<file path="src/rtl/dragon_line_pkg.sv">
package dragon_line_pkg;

   typedef enum logic [1:0] {
      ST_EXCL  = 2'd0,
      ST_SHCLN = 2'd1,
      ST_SHMOD = 2'd2,
      ST_MOD   = 2'd3
   } line_st_e;

   typedef enum logic [1:0] {
      CMD_NONE  = 2'd0,
      CMD_RD    = 2'd1,
      CMD_UPD   = 2'd2,
      CMD_FLUSH = 2'd3
   } bus_cmd_e;

   localparam int unsigned NUM_STATES = 4;

endpackage

</file>
<file path="src/rtl/dragon_line_next.sv">
module dragon_line_next
   import dragon_line_pkg::*;
(
   input  logic     cur_valid,
   input  line_st_e cur_st,
   input  logic     cpu_rd,
   input  logic     cpu_wr,
   input  logic     cpu_rd_miss,
   input  logic     fill_vld,
   input  logic     fill_wr,
   input  logic     copies,
   input  logic     snp_vld,
   input  logic [1:0] snp_cmd,
   output logic     nxt_valid,
   output line_st_e nxt_st,
   output bus_cmd_e cmd,
   output logic     upd_we
);

   logic cur_shared;
   assign cur_shared = (cur_st == ST_SHCLN) || (cur_st == ST_SHMOD);

   always_comb begin
      nxt_valid = cur_valid;
      nxt_st    = cur_st;
      cmd       = CMD_NONE;
      upd_we    = 1'b0;
      if (snp_vld) begin
         if (cur_valid) begin
            case (snp_cmd)
               CMD_RD: begin
                  case (cur_st)
                     ST_EXCL:  nxt_st = ST_SHCLN;
                     ST_MOD: begin
                        nxt_st = ST_SHMOD;
                        cmd    = CMD_FLUSH;
                     end
                     ST_SHMOD: cmd = CMD_FLUSH;
                     default:  ;
                  endcase
               end
               CMD_UPD: begin
                  if (cur_shared) begin
                     nxt_st = ST_SHCLN;
                     upd_we = 1'b1;
                  end
               end
               default: ;
            endcase
         end
      end else if (fill_vld) begin
         nxt_valid = 1'b1;
         if (fill_wr) begin
            nxt_st = copies ? ST_SHMOD : ST_MOD;
            cmd    = copies ? CMD_UPD : CMD_NONE;
         end else begin
            nxt_st = copies ? ST_SHCLN : ST_EXCL;
         end
      end else if (cpu_rd_miss) begin
         cmd = CMD_RD;
      end else if (cpu_wr && cur_valid) begin
         if (cur_shared && copies) begin
            nxt_st = ST_SHMOD;
            cmd    = CMD_UPD;
         end else begin
            nxt_st = ST_MOD;
         end
      end else if (cpu_rd) begin
         nxt_st = cur_st;
      end
   end

endmodule

</file>
<file path="src/rtl/dragon_line_streg.sv">
module dragon_line_streg
   import dragon_line_pkg::*;
#(
   parameter bit ONEHOT = 1'b0
) (
   input  logic     clk,
   input  logic     rst_n,
   input  logic     nxt_valid,
   input  line_st_e nxt_st,
   output logic     cur_valid,
   output line_st_e cur_st
);

   localparam int unsigned OH_W = NUM_STATES;

   always_ff @(posedge clk or negedge rst_n) begin
      if (!rst_n) cur_valid <= 1'b0;
      else        cur_valid <= nxt_valid;
   end

   generate
      if (ONEHOT) begin : g_onehot
         logic [OH_W-1:0] oh_q;
         always_ff @(posedge clk or negedge rst_n) begin
            if (!rst_n) oh_q <= OH_W'(1);
            else        oh_q <= OH_W'(1) << nxt_st;
         end
         always_comb begin
            cur_st = ST_EXCL;
            for (int i = 0; i < OH_W; i++) begin
               if (oh_q[i]) cur_st = line_st_e'(i);
            end
         end
      end else begin : g_binary
         line_st_e st_q;
         always_ff @(posedge clk or negedge rst_n) begin
            if (!rst_n) st_q <= ST_EXCL;
            else        st_q <= nxt_st;
         end
         assign cur_st = st_q;
      end
   endgenerate

endmodule

</file>
<file path="src/rtl/dragon_line_datapath.sv">
module dragon_line_datapath
   import dragon_line_pkg::*;
#(
   parameter int unsigned WORD_W = 32
) (
   input  bus_cmd_e           cmd,
   input  logic               upd_we,
   input  logic [WORD_W-1:0]  cpu_wdata,
   input  logic [WORD_W-1:0]  snp_data,
   output logic [WORD_W-1:0]  bus_data,
   output logic [WORD_W-1:0]  upd_data
);

   assign bus_data = (cmd == CMD_UPD) ? cpu_wdata : '0;
   assign upd_data = upd_we ? snp_data : '0;

endmodule

</file>
<file path="src/rtl/dragon_line_ctrl.sv">
module dragon_line_ctrl
   import dragon_line_pkg::*;
#(
   parameter int unsigned WORD_W = 32,
   parameter bit          ONEHOT = 1'b0
) (
   input  logic              clk,
   input  logic              rst_n,
   input  logic              cpu_rd,
   input  logic              cpu_wr,
   input  logic [WORD_W-1:0] cpu_wdata,
   input  logic              cpu_rd_miss,
   input  logic              fill_vld,
   input  logic              fill_wr,
   input  logic              copies_exist,
   input  logic              snp_vld,
   input  logic [1:0]        snp_cmd,
   input  logic [WORD_W-1:0] snp_data,
   output logic [1:0]        bus_cmd,
   output logic [WORD_W-1:0] bus_data,
   output logic              upd_we,
   output logic [WORD_W-1:0] upd_data,
   output logic              line_valid,
   output logic [1:0]        line_state
);

   generate
      if (WORD_W < 1) begin : g_bad_width
         $error("dragon_line_ctrl: WORD_W must be at least 1");
      end
   endgenerate

   logic     cur_valid, nxt_valid;
   line_st_e cur_st, nxt_st;
   bus_cmd_e cmd;

   dragon_line_next next_i (
      .cur_valid   (cur_valid),
      .cur_st      (cur_st),
      .cpu_rd      (cpu_rd),
      .cpu_wr      (cpu_wr),
      .cpu_rd_miss (cpu_rd_miss),
      .fill_vld    (fill_vld),
      .fill_wr     (fill_wr),
      .copies      (copies_exist),
      .snp_vld     (snp_vld),
      .snp_cmd     (snp_cmd),
      .nxt_valid   (nxt_valid),
      .nxt_st      (nxt_st),
      .cmd         (cmd),
      .upd_we      (upd_we)
   );

   dragon_line_streg #(.ONEHOT(ONEHOT)) streg_i (
      .clk       (clk),
      .rst_n     (rst_n),
      .nxt_valid (nxt_valid),
      .nxt_st    (nxt_st),
      .cur_valid (cur_valid),
      .cur_st    (cur_st)
   );

   dragon_line_datapath #(.WORD_W(WORD_W)) dp_i (
      .cmd       (cmd),
      .upd_we    (upd_we),
      .cpu_wdata (cpu_wdata),
      .snp_data  (snp_data),
      .bus_data  (bus_data),
      .upd_data  (upd_data)
   );

   assign bus_cmd    = cmd;
   assign line_valid = cur_valid;
   assign line_state = cur_st;

endmodule

</file>
<file path="config.mk">
export PLATFORM = sky130hd
export DESIGN_NAME = dragon_line_ctrl
export DESIGN_NICKNAME = d
export VERILOG_FILES = /design/src/rtl/dragon_line_pkg.sv /design/src/rtl/dragon_line_next.sv /design/src/rtl/dragon_line_streg.sv /design/src/rtl/dragon_line_datapath.sv /design/src/rtl/dragon_line_ctrl.sv
export SDC_FILE = /design/constraint.sdc
export NUM_CORES = 1
export LEC_CHECK = 0
export BUFFER_PORTS_ARGS = -buffer_cell sky130_fd_sc_hd__buf_2
export CAP_MARGIN = 30
export CORE_MARGIN = 2
export CORE_UTILIZATION = 28
export DETAILED_ROUTE_END_ITERATION = 8
export GPL_TIMING_DRIVEN = 0
export PLACE_DENSITY_LB_ADDON = 0.08
export SLEW_MARGIN = 20
export SYNTH_ARGS = -nofsm -noshare
export SYNTH_HDL_FRONTEND = slang
export SYNTH_SLANG_ARGS = --single-unit
</file>
<file path="constraint.sdc">
create_clock -name clk -period 2.59 [get_ports clk]
set_input_delay 0.1295 -clock clk [delete_from_list [all_inputs] [get_ports clk]]
set_output_delay 0.1295 -clock clk [all_outputs]
set_load 0.01 [all_outputs]
</file>
==> metrics.csv, run 1 <==
stage;metric;value;unit
layout;Final nets;335;
grt;vias in the first global route;950;
hold_path;Min-Delay Endpoint;streg_i.cur_valid;
hold_path;Hold Startpoint;fill_vld;
synthesis;synth unique cells;23;
clock_network;clock-pin slew on the worst setup and hold paths;0.04;ns
timing;final setup vio count;0;
setup_path;CP Data Arrival Time;1.93;ns
setup_path;CP max stage delay;0.39;ns
timing;final hold violations;0;
setup_path;reg2reg path depth;5;
routing;vias post-DR;1160;
die;Initial Util;0.302;
power;Static Leak;1.07;nW
layout;share of cells above drive strength 1;0.608;
synthesis;Yosys warning count;0;
run_status;status;finished, final reports clean;
setup_path;WS Path Type;register to output port;
setup_path;kind of start point of the critical path;register;
clock_network;clk sink count;3;
timing;Layout Skew;0.00131;ns
clock_network;Longest Clk Path Bufs;2;
routing;drt pass-1 iters;2;
setup_path;critical-path cell list;inv_1 > ha_1 > and3b_1 > nand2_1 > a21oi_2 > buf_4 > and2_1 > buf_2;
setup_path;CP endpoint kind;output port;
timing;RSZ-0062 raised after global routing;false;
grt;largest net degree at the start of global routing;11;
die;die area;0.00315;mm2
layout;fin util;0.613;
timing;setup_tns;0;ns
setup_path;crit path launch;streg_i.cur_st[1];
job;max-cap violations;0;
power;peak supply drop;401;uV
layout;Storage cell area;75.1;um2
setup_path;r2r endpoint;streg_i.cur_st[0];
timing;Peak Freq;0.485;GHz
placement;IO Port Bufs;142;
layout;FILL cells;282;
synthesis;Seq/Total Area, Yosys;0.0985;
clock_network;CTS root buf;clkbuf_4;
timing;count of pins over their slew limit;0;
grt;first-pass GRT wire length;4560;um
hold_path;HP Class;primary input to register;
setup_path;Max FO, Critical Path;10;
timing;Least-Margin Pin Slew;0.296;ns
clock_network;CTS Buf Count;3;
die;Ports;145;
routing;final wirelength;3050;um
setup_path;R2R Path Start;streg_i.cur_st[1];
power;Power Density;302;mW/mm2
setup_path;endpoint required time on the critical path;2.46;ns
clock_network;CTS tree;done;
layout;synthesis-to-finish area growth;103;%
routing;Avg WL per Cell;10.7;um
die;Die Width;56.2;um
synthesis;Mapped Area;762;um2
grt;gr usage total;0.175;
setup_path;delay-heaviest family, CP;flip-flops;
timing;Final Cycle Share;0.797;
clock_network;post-CTS sizing;0;
synthesis;Yosys reg bits;3;
clock_network;Clock Latency Late Sink;0.23;ns
synthesis;syn_area_per_cell;7.06;um2
die;site row count;18;
setup_path;slowest CP cell;dfrtp_1;
hold_path;Hold Path Depth;3;
placement;Post-DP HPWL;2720;um
routing;DRC viols;0;
routing;mean number of vias per cell;4.07;
grt;initial antenna violation count;0;
die;core area;0.00252;mm2
placement;Area after DPL;0.00151;mm2
synthesis;post-synth net total;187;
routing;ANT nets after route;0;
routing;initial drt markers;31;
timing;final worst path period need;2.06;ns
setup_path;r2r setup slk;1.07;ns
setup_path;critical path buffer and inverter count;3;
die;chip height;56.2;um
synthesis;Syn Inst Count;108;
placement;final RePlAce weighted congestion;0.750;
layout;footprint of the multi-input gates;633;um2
layout;Antenna Cells;0;
layout;Design Area, Final;0.00155;mm2
clock_network;H-tree depth;1;
grt;GRT overflow;0;
timing;worst relative slew slack;0.802;
-- cell usage after synthesis --
cell	instances	area, um2
nand3_1	1	5.00
mux2i_1	2	20.0
and3b_1	2	17.5
o31a_1	1	8.76
o21ai_0	3	15.0
inv_1	3	11.3
dfrtp_1	3	75.1
buf_2	4	20.0
nand2b_1	2	12.5
nor2_1	2	7.51
a21bo_2	1	10.0
buf_4	3	22.5
nand2b_4	1	13.8
nor2b_1	2	12.5
nand2_1	4	15.0
ha_1	4	50.1
or2_1	1	6.26
a21oi_2	1	8.76
nor3_1	1	5.00
o2111ai_1	1	8.76
and2_0	1	6.26
and2_1	64	400
a221o_1	1	10.0
-- cells by family after synthesis --
kind of cell,Yosys count,synth area share
adders and majority gates,4,0.0657
buffers and inverters,10,0.0706
DFF,3,0.0985
muxes,2,0.0263
and+or+nand+nor,81,0.658
AOI/OAI and AO/OA,8,0.0805
-- through the flow --
step	hold slack [ns]	setup slack, ns	total power [mW]	instances
after detailed placement	-0.0734	0.762	0.387	280
after CTS	0.206	0.505	0.476	285
after global routing	0.223	0.351	0.515	285
after floorplan	-0.166	0.952	0.243	108
after global placement	-0.0735	0.762	0.386	280
final	0.208	0.527	0.467	285
-- registers in the layout, indices dropped and copies added (netlist names) --
register           count
streg_i.cur_valid      1
streg_i.cur_st         2
-- power breakdown --
group / internal [mW] / leakage [nW] / total, mW / switching, mW
logic: 0.160 / 1.02 / 0.311 / 0.151
clock network: 0.0578 / 0.0150 / 0.0830 / 0.0252
registers: 0.0605 / 0.0314 / 0.0729 / 0.0124
-- placed cells by master (no fill, tap or decap), types with 3 or more instances in the layout --
master,netlist,final
inv_1,3,3
nand2_1,4,4
o21ai_0,3,3
ha_1,4,4
dfrtp_1,3,3
clkbuf_4,0,3
buf_2,4,146
buf_4,3,3
and2_1,64,64
-- how the worst max path moves through the flow --
stage	to	slack, ns	cells after the start
global placement	bus_data[1]	0.76	8
detailed placement	bus_data[0]	0.76	8
global route	bus_data[13]	0.35	8
CTS	bus_data[0]	0.51	8
floorplan	bus_data[0]	0.95	7
finish	bus_data[0]	0.53	8
-- worst reg2reg max path, cell delays in order (launching register included) --
cell and delay, ns:
dfrtp_1 0.39, inv_1 0.07, ha_1 0.31, o21ai_0 0.09, a221o_1 0.40, mux2i_1 0.14
-- per-layer routing --
metal	wire length (um)	vias to the layer above	share of wire	GRT usage
li1	-	631	-	-
met1	1130	473	0.37	0.195
met2	1610	52	0.53	0.328
met3	270	4	0.089	0.0372
met4	35	0	0.011	0.0476
met5	0	-	0	0
-- repair_timing --
item                      4_1_cts  5_1_grt
hold buffers                    1        0
setup buffers                   0        0
hold endpoints to repair        3        0
-- layout make-up --
cell class                      count  share of cell area
Buffer                              7              0.0275
Clock buffer                        4              0.0170
Inverter                            3             0.00728
Multi-Input combinational cell     95               0.409
Sequential cell                     3              0.0485
Tap cell                           30              0.0243
Timing Repair Buffer              143               0.466
Power figures use the tool's default switching activity.
==> inputs of run 2 (changes only) <==
--- a/config.mk
+++ b/config.mk
@@ -8,7 +8,7 @@
 export BUFFER_PORTS_ARGS = -buffer_cell sky130_fd_sc_hd__buf_2
 export CAP_MARGIN = 30
 export CORE_MARGIN = 2
-export CORE_UTILIZATION = 28
+export CORE_UTILIZATION = 23
 export DETAILED_ROUTE_END_ITERATION = 8
 export GPL_TIMING_DRIVEN = 0
 export PLACE_DENSITY_LB_ADDON = 0.08
==> constraint.sdc (replaced) <==
create_clock -name clk -period 1.7 [get_ports clk]
set_input_delay 0.085 -clock clk [delete_from_list [all_inputs] [get_ports clk]]
set_output_delay 0.085 -clock clk [all_outputs]
set_load 0.01 [all_outputs]
==> run 2 against run 1 <==
Effect of this change: the run now ends with setup timing left; die area is 20% higher; utilization grew 1.3 points; final area rose by 26%; non-clock buffer count is 21 higher; critical endpoint is now bus_data[26].
==> metrics.csv, run 2 (same netlist as run 1, synthesis figures left out) <==
stage;metric;value;unit
layout;Antenna Cells;0;
timing;final worst path period need;1.90;ns
setup_path;CP Data Arrival Time;1.81;ns
timing;Final WS setup;-0.195;ns
grt;gr usage total;0.135;
layout;Final nets;356;
run_status;status;finished, violations left;
grt;vias in the first global route;906;
timing;worst relative slew slack;0.837;
timing;Layout Skew;0.00235;ns
grt;initial antenna violation count;0;
routing;drt pass-1 iters;4;
setup_path;Max FO, Critical Path;9;
hold_path;HP Class;primary input to register;
timing;final hold violations;0;
power;Static Leak;1.22;nW
grt;first-pass GRT wire length;3910;um
grt;GRT overflow;0;
timing;Least-Margin Pin Slew;0.244;ns
layout;share of cells above drive strength 1;0.699;
routing;vias post-DR;1240;
die;site row count;20;
power;overall power;1.04;mW
clock_network;Longest Clk Path Bufs;2;
die;die area;0.00379;mm2
clock_network;H-tree depth;1;
clock_network;CTS root buf;clkbuf_4;
timing;RSZ-0062 raised after global routing;true;
setup_path;kind of start point of the critical path;register;
placement;IO Port Bufs;142;
power;peak supply drop;575;uV
placement;Inst Count DP;294;
placement;final RePlAce weighted congestion;0.688;
setup_path;CP endpoint kind;output port;
die;chip height;61.6;um
timing;setup_tns;-8.49;ns
power;Power Density;537;mW/mm2
routing;initial drt markers;26;
timing;count of pins over their slew limit;0;
die;Ports;145;
layout;commonest non-fill, non-tap cell in the layout;buf_2;
clock_network;CTS tree;done;
layout;synthesis-to-finish area growth;155;%
run_status;failing checks;setup timing;
grt;largest net degree at the start of global routing;11;
layout;Non-Filler Instances;320;
timing;Peak Freq;0.528;GHz
routing;DRC viols;0;
routing;Avg WL per Cell;11.0;um
routing;final wirelength;3510;um
die;Initial Util;0.246;
routing;ANT nets after route;0;
die;core area;0.00310;mm2
setup_path;WS Path Type;register to output port;
timing;Final Cycle Share;1.11;
placement;Post-DP HPWL;2690;um
job;max-cap violations;0;
clock_network;clock-pin slew on the worst setup and hold paths;0.04;ns
clock_network;Clock Latency Late Sink;0.24;ns
die;Die Width;61.6;um
clock_network;CTS Buf Count;3;
setup_path;endpoint required time on the critical path;1.62;ns
layout;max reg flops;2;
clock_network;clk sink count;3;
routing;mean number of vias per cell;3.88;
layout;commonest cells after routing, fill and taps aside;132 x buf_2, 54 x and2_1, 28 x buf_6, 10 x and2_4, 9 x buf_4;
timing;final setup vio count;65;
==> run 2: changes by cell type in the layout (fill, tap and decap cells not counted), sizes merged <==
cell  before  now
buf      149  170
==> run 2: worst paths after layout <==
| path | from | endpoint | slack (ns) | depth (start not counted) |
|---|---|---|---|---|
| max in group asynchronous | rst_n | streg_i.cur_st[0] | 1.42 | 2 |
| max reg2reg | streg_i.cur_st[1] | streg_i.cur_st[0] | 0.13 | 6 |
| min reg2reg | streg_i.cur_valid | streg_i.cur_valid | 0.64 | 1 |
| min in group asynchronous | rst_n | streg_i.cur_st[1] | 0.17 | 2 |
| min | fill_vld | streg_i.cur_valid | 0.15 | 3 |
| max | streg_i.cur_st[1] | bus_data[26] | -0.20 | 9 |
==> run 2: what timing repair did <==
action / CTS / global route
resized for setup: 25 / 26
endpoints found under the setup margin: 66 / 66
pin swaps: 10 / 1
endpoints found under the hold margin: 3 / 0
hold buffers: 1 / 0
cloned: 4 / 2
setup buffers: 8 / 7
==> run 2: worst max-delay path, cell delays in order (launching register included) <==
cell and delay [ns]:
dfrtp_1 0.35, inv_2 0.06, ha_4 0.26, and3b_2 0.19, nand2_2 0.06, a21oi_4 0.16, buf_12 0.14, buf_6 0.10
and2_1 0.12, buf_2 0.13
==> run 2: layout make-up <==
class	count	area, um2
Timing Repair Buffer	164	1000
Multi-Input combinational cell	95	702
Fill cell	293	1160
Buffer	7	72.6
Inverter	3	11.3
Clock buffer	4	26.3
Tap cell	44	55.1
Sequential cell	3	75.1
==> run 2: power breakdown <==
| group | leakage (nW) | internal (mW) | switching (mW) |
|---|---|---|---|
| Sequential | 0.0314 | 0.0920 | 0.0130 |
| Clock | 0.0150 | 0.0883 | 0.0425 |
| Combinational | 1.17 | 0.477 | 0.330 |
| Total | 1.22 | 0.658 | 0.385 |
==> run 2: routing by layer <==
layer,track usage,wire length (um),vias to the layer above,share of wire
li1,-,-,674,-
met1,0.146,1210,513,0.35
met2,0.254,1960,53,0.56
met3,0.0273,336,0,0.096
met4,0.0517,0,0,0
met5,0,0,-,0
==> run 2: per-stage QoR <==
step / hold slack [ns] / setup WS [ns] / area (um2) / utilization
2_1_floorplan: -0.211 / 0.106 / 762 / -
3_3_place_gp: -0.117 / -0.0907 / 1530 / 0.492
3_5_place_dp: -0.118 / -0.116 / 1530 / 0.492
4_1_cts: 0.147 / -0.197 / 1770 / 0.569
5_1_grt: 0.171 / -0.301 / 1940 / 0.626
6_report: 0.153 / -0.195 / 1940 / 0.626
==> inputs of run 3 (changes only) <==
--- a/config.mk
+++ b/config.mk
@@ -8,7 +8,8 @@
 export BUFFER_PORTS_ARGS = -buffer_cell sky130_fd_sc_hd__buf_2
 export CAP_MARGIN = 30
 export CORE_MARGIN = 2
-export CORE_UTILIZATION = 23
+export CORE_UTILIZATION = 24
+export CTS_BUF_LIST = sky130_fd_sc_hd__clkbuf_8
 export DETAILED_ROUTE_END_ITERATION = 8
 export GPL_TIMING_DRIVEN = 0
 export PLACE_DENSITY_LB_ADDON = 0.08
==> run 3 against run 2 <==
Effect of this change: the run still ends with setup timing left; sequential power barely moved; final cell count fell by 1.9%; via count rose by 2.7%; die area fell by 3.9%; combinational power fell by 1%; clock skew fell by 0.00099 ns; final area rose by 2.1%; routed wire length rose by 2.5%; hold slack improved by 0.015 ns; power rose by 6.6%; clock power rose by 57%; fmax rose by 1.9%.
==> metrics.csv, run 3 (same netlist as run 1, synthesis figures left out) <==
stage;metric;value;unit
setup_path;CP max stage delay;0.35;ns
clock_network;H-tree depth;1;
die;site row count;20;
placement;IO Port Bufs;142;
timing;Final WS setup;-0.159;ns
timing;final hold violations;0;
grt;gr usage total;0.145;
hold_path;HP Class;primary input to register;
clock_network;Longest Clk Path Bufs;2;
routing;ANT nets after route;0;
layout;commonest cells after routing, fill and taps aside;124 x buf_2, 46 x and2_1, 29 x buf_6, 18 x and2_4, 7 x buf_4;
placement;Placement Setup Slack;-0.0980;ns
setup_path;Max FO, Critical Path;10;
job;max-cap violations;0;
die;die area;0.00364;mm2
setup_path;endpoint required time on the critical path;1.62;ns
grt;initial antenna violation count;0;
layout;synthesis-to-finish area growth;160;%
grt;GRT overflow;0;
layout;fin util;0.655;
clock_network;Clock Latency Late Sink;0.22;ns
placement;final RePlAce weighted congestion;0.719;
run_status;status;finished, violations left;
run_status;failing checks;setup timing;
routing;vias post-DR;1274;
die;core area;0.00303;mm2
setup_path;slowest CP cell;dfrtp_1;
die;Initial Util;0.252;
setup_path;WS Path Type;register to output port;
timing;Least-Margin Pin Slew;0.253;ns
layout;Design Area, Final;0.00198;mm2
die;Die Width;60.3;um
timing;Final Cycle Share;1.09;
setup_path;CP Data Arrival Time;1.77;ns
grt;first-pass GRT wire length;4080;um
layout;max reg flops;2;
setup_path;critical-path cell list;inv_2 > ha_4 > and3b_1 > nand2_2 > a21oi_4 > buf_12 > buf_8 > and2_1 > buf_2;
grt;largest net degree at the start of global routing;11;
timing;Peak Freq;0.538;GHz
grt;vias in the first global route;963;
placement;Area after DPL;0.00153;mm2
clock_network;clk sink count;3;
layout;commonest non-fill, non-tap cell in the layout;buf_2;
timing;count of pins over their slew limit;0;
power;peak supply drop;830;uV
die;Ports;145;
power;Static Leak;1.21;nW
setup_path;CP endpoint kind;output port;
clock_network;CTS root buf;clkbuf_8;
clock_network;clock-pin slew on the worst setup and hold paths;0.03;ns
clock_network;CTS tree;done;
routing;DRC viols;0;
timing;final worst path period need;1.86;ns
timing;worst relative slew slack;0.831;
routing;initial drt markers;31;
routing;drt pass-1 iters;4;
placement;Post-DP HPWL;2590;um
power;Power Density;560;mW/mm2
timing;Layout Skew;0.00136;ns
routing;mean number of vias per cell;4.06;
layout;Antenna Cells;0;
routing;Avg WL per Cell;11.4;um
setup_path;kind of start point of the critical path;register;
die;chip height;60.3;um
clock_network;CTS Buf Count;3;
timing;final setup vio count;62;
layout;share of cells above drive strength 1;0.719;
routing;final wirelength;3590;um
timing;RSZ-0062 raised after global routing;true;
layout;Final nets;350;
## run 3: changes by cell type in the layout (fill, tap and decap cells not counted), sizes merged
cell,previous run,this run
buf,170,163
clkbuf,4,3
inv,3,4
nor2,2,3
## run 3: metrics by stage
step	instances	power, mW	setup TNS (ns)	hold WS (ns)
detailed placement	294	0.587	-2.41	-0.119
global route	314	1.20	-12.96	0.207
floorplan	108	0.371	0	-0.211
global placement	294	0.589	-2.66	-0.117
CTS	306	0.949	-6.97	0.169
finish	314	1.11	-6.77	0.169
## run 3: path summary, 6_finish.rpt
path,from,cells after the start,endpoint,slack (ns)
max,streg_i.cur_st[0],9,bus_data[12],-0.16
min,fill_vld,3,streg_i.cur_valid,0.17
max reg2reg,streg_i.cur_st[1],7,streg_i.cur_st[0],0.15
min reg2reg,streg_i.cur_valid,1,streg_i.cur_valid,0.63
max in group asynchronous,rst_n,2,streg_i.cur_st[1],1.40
min in group asynchronous,rst_n,2,streg_i.cur_st[0],0.19
## run 3: repair_timing
action | in CTS | in global routing
cloned | 1 | 5
hold endpoints to repair | 3 | 0
hold buffers | 1 | 0
buffers inserted | 6 | 3
setup endpoints to repair | 66 | 64
resized for setup | 21 | 44
pin swaps | 12 | 14
## run 3: layer usage
metal,track usage,up-vias,part of all wire
met5,0,-,0
met4,0.0476,0,0.0072
met3,0.0171,2,0.074
met2,0.286,56,0.56
met1,0.159,554,0.36
li1,-,662,-
## run 3: final cells by class
class                      count  area, um2
multi-input combinational     96        732
timing repair buffer         157        988
sequential                     3       75.1
fill                         280       1040
inverter                       3       11.3
clock buffer                   3       41.3
buffer                         7       76.3
tap                           44       55.1
clock inverter                 1       3.75
## run 3: critical path, delay by kind of cell, from the launching register on
kind / cells / cell delay [ns]
DFF: 1 / 0.35
AOI/OAI and AO/OA: 1 / 0.14
and+or+nand+nor: 3 / 0.38
buffers and inverters: 4 / 0.44
adders and majority gates: 1 / 0.26
## run 3: report_power, final
part / switching [mW] / leakage (nW) / total, mW / internal (mW)
Combinational: 0.335 / 1.15 / 0.799 / 0.465
Clock: 0.0519 / 0.0269 / 0.206 / 0.154
Sequential: 0.0139 / 0.0314 / 0.106 / 0.0922
Total: 0.400 / 1.21 / 1.11 / 0.711
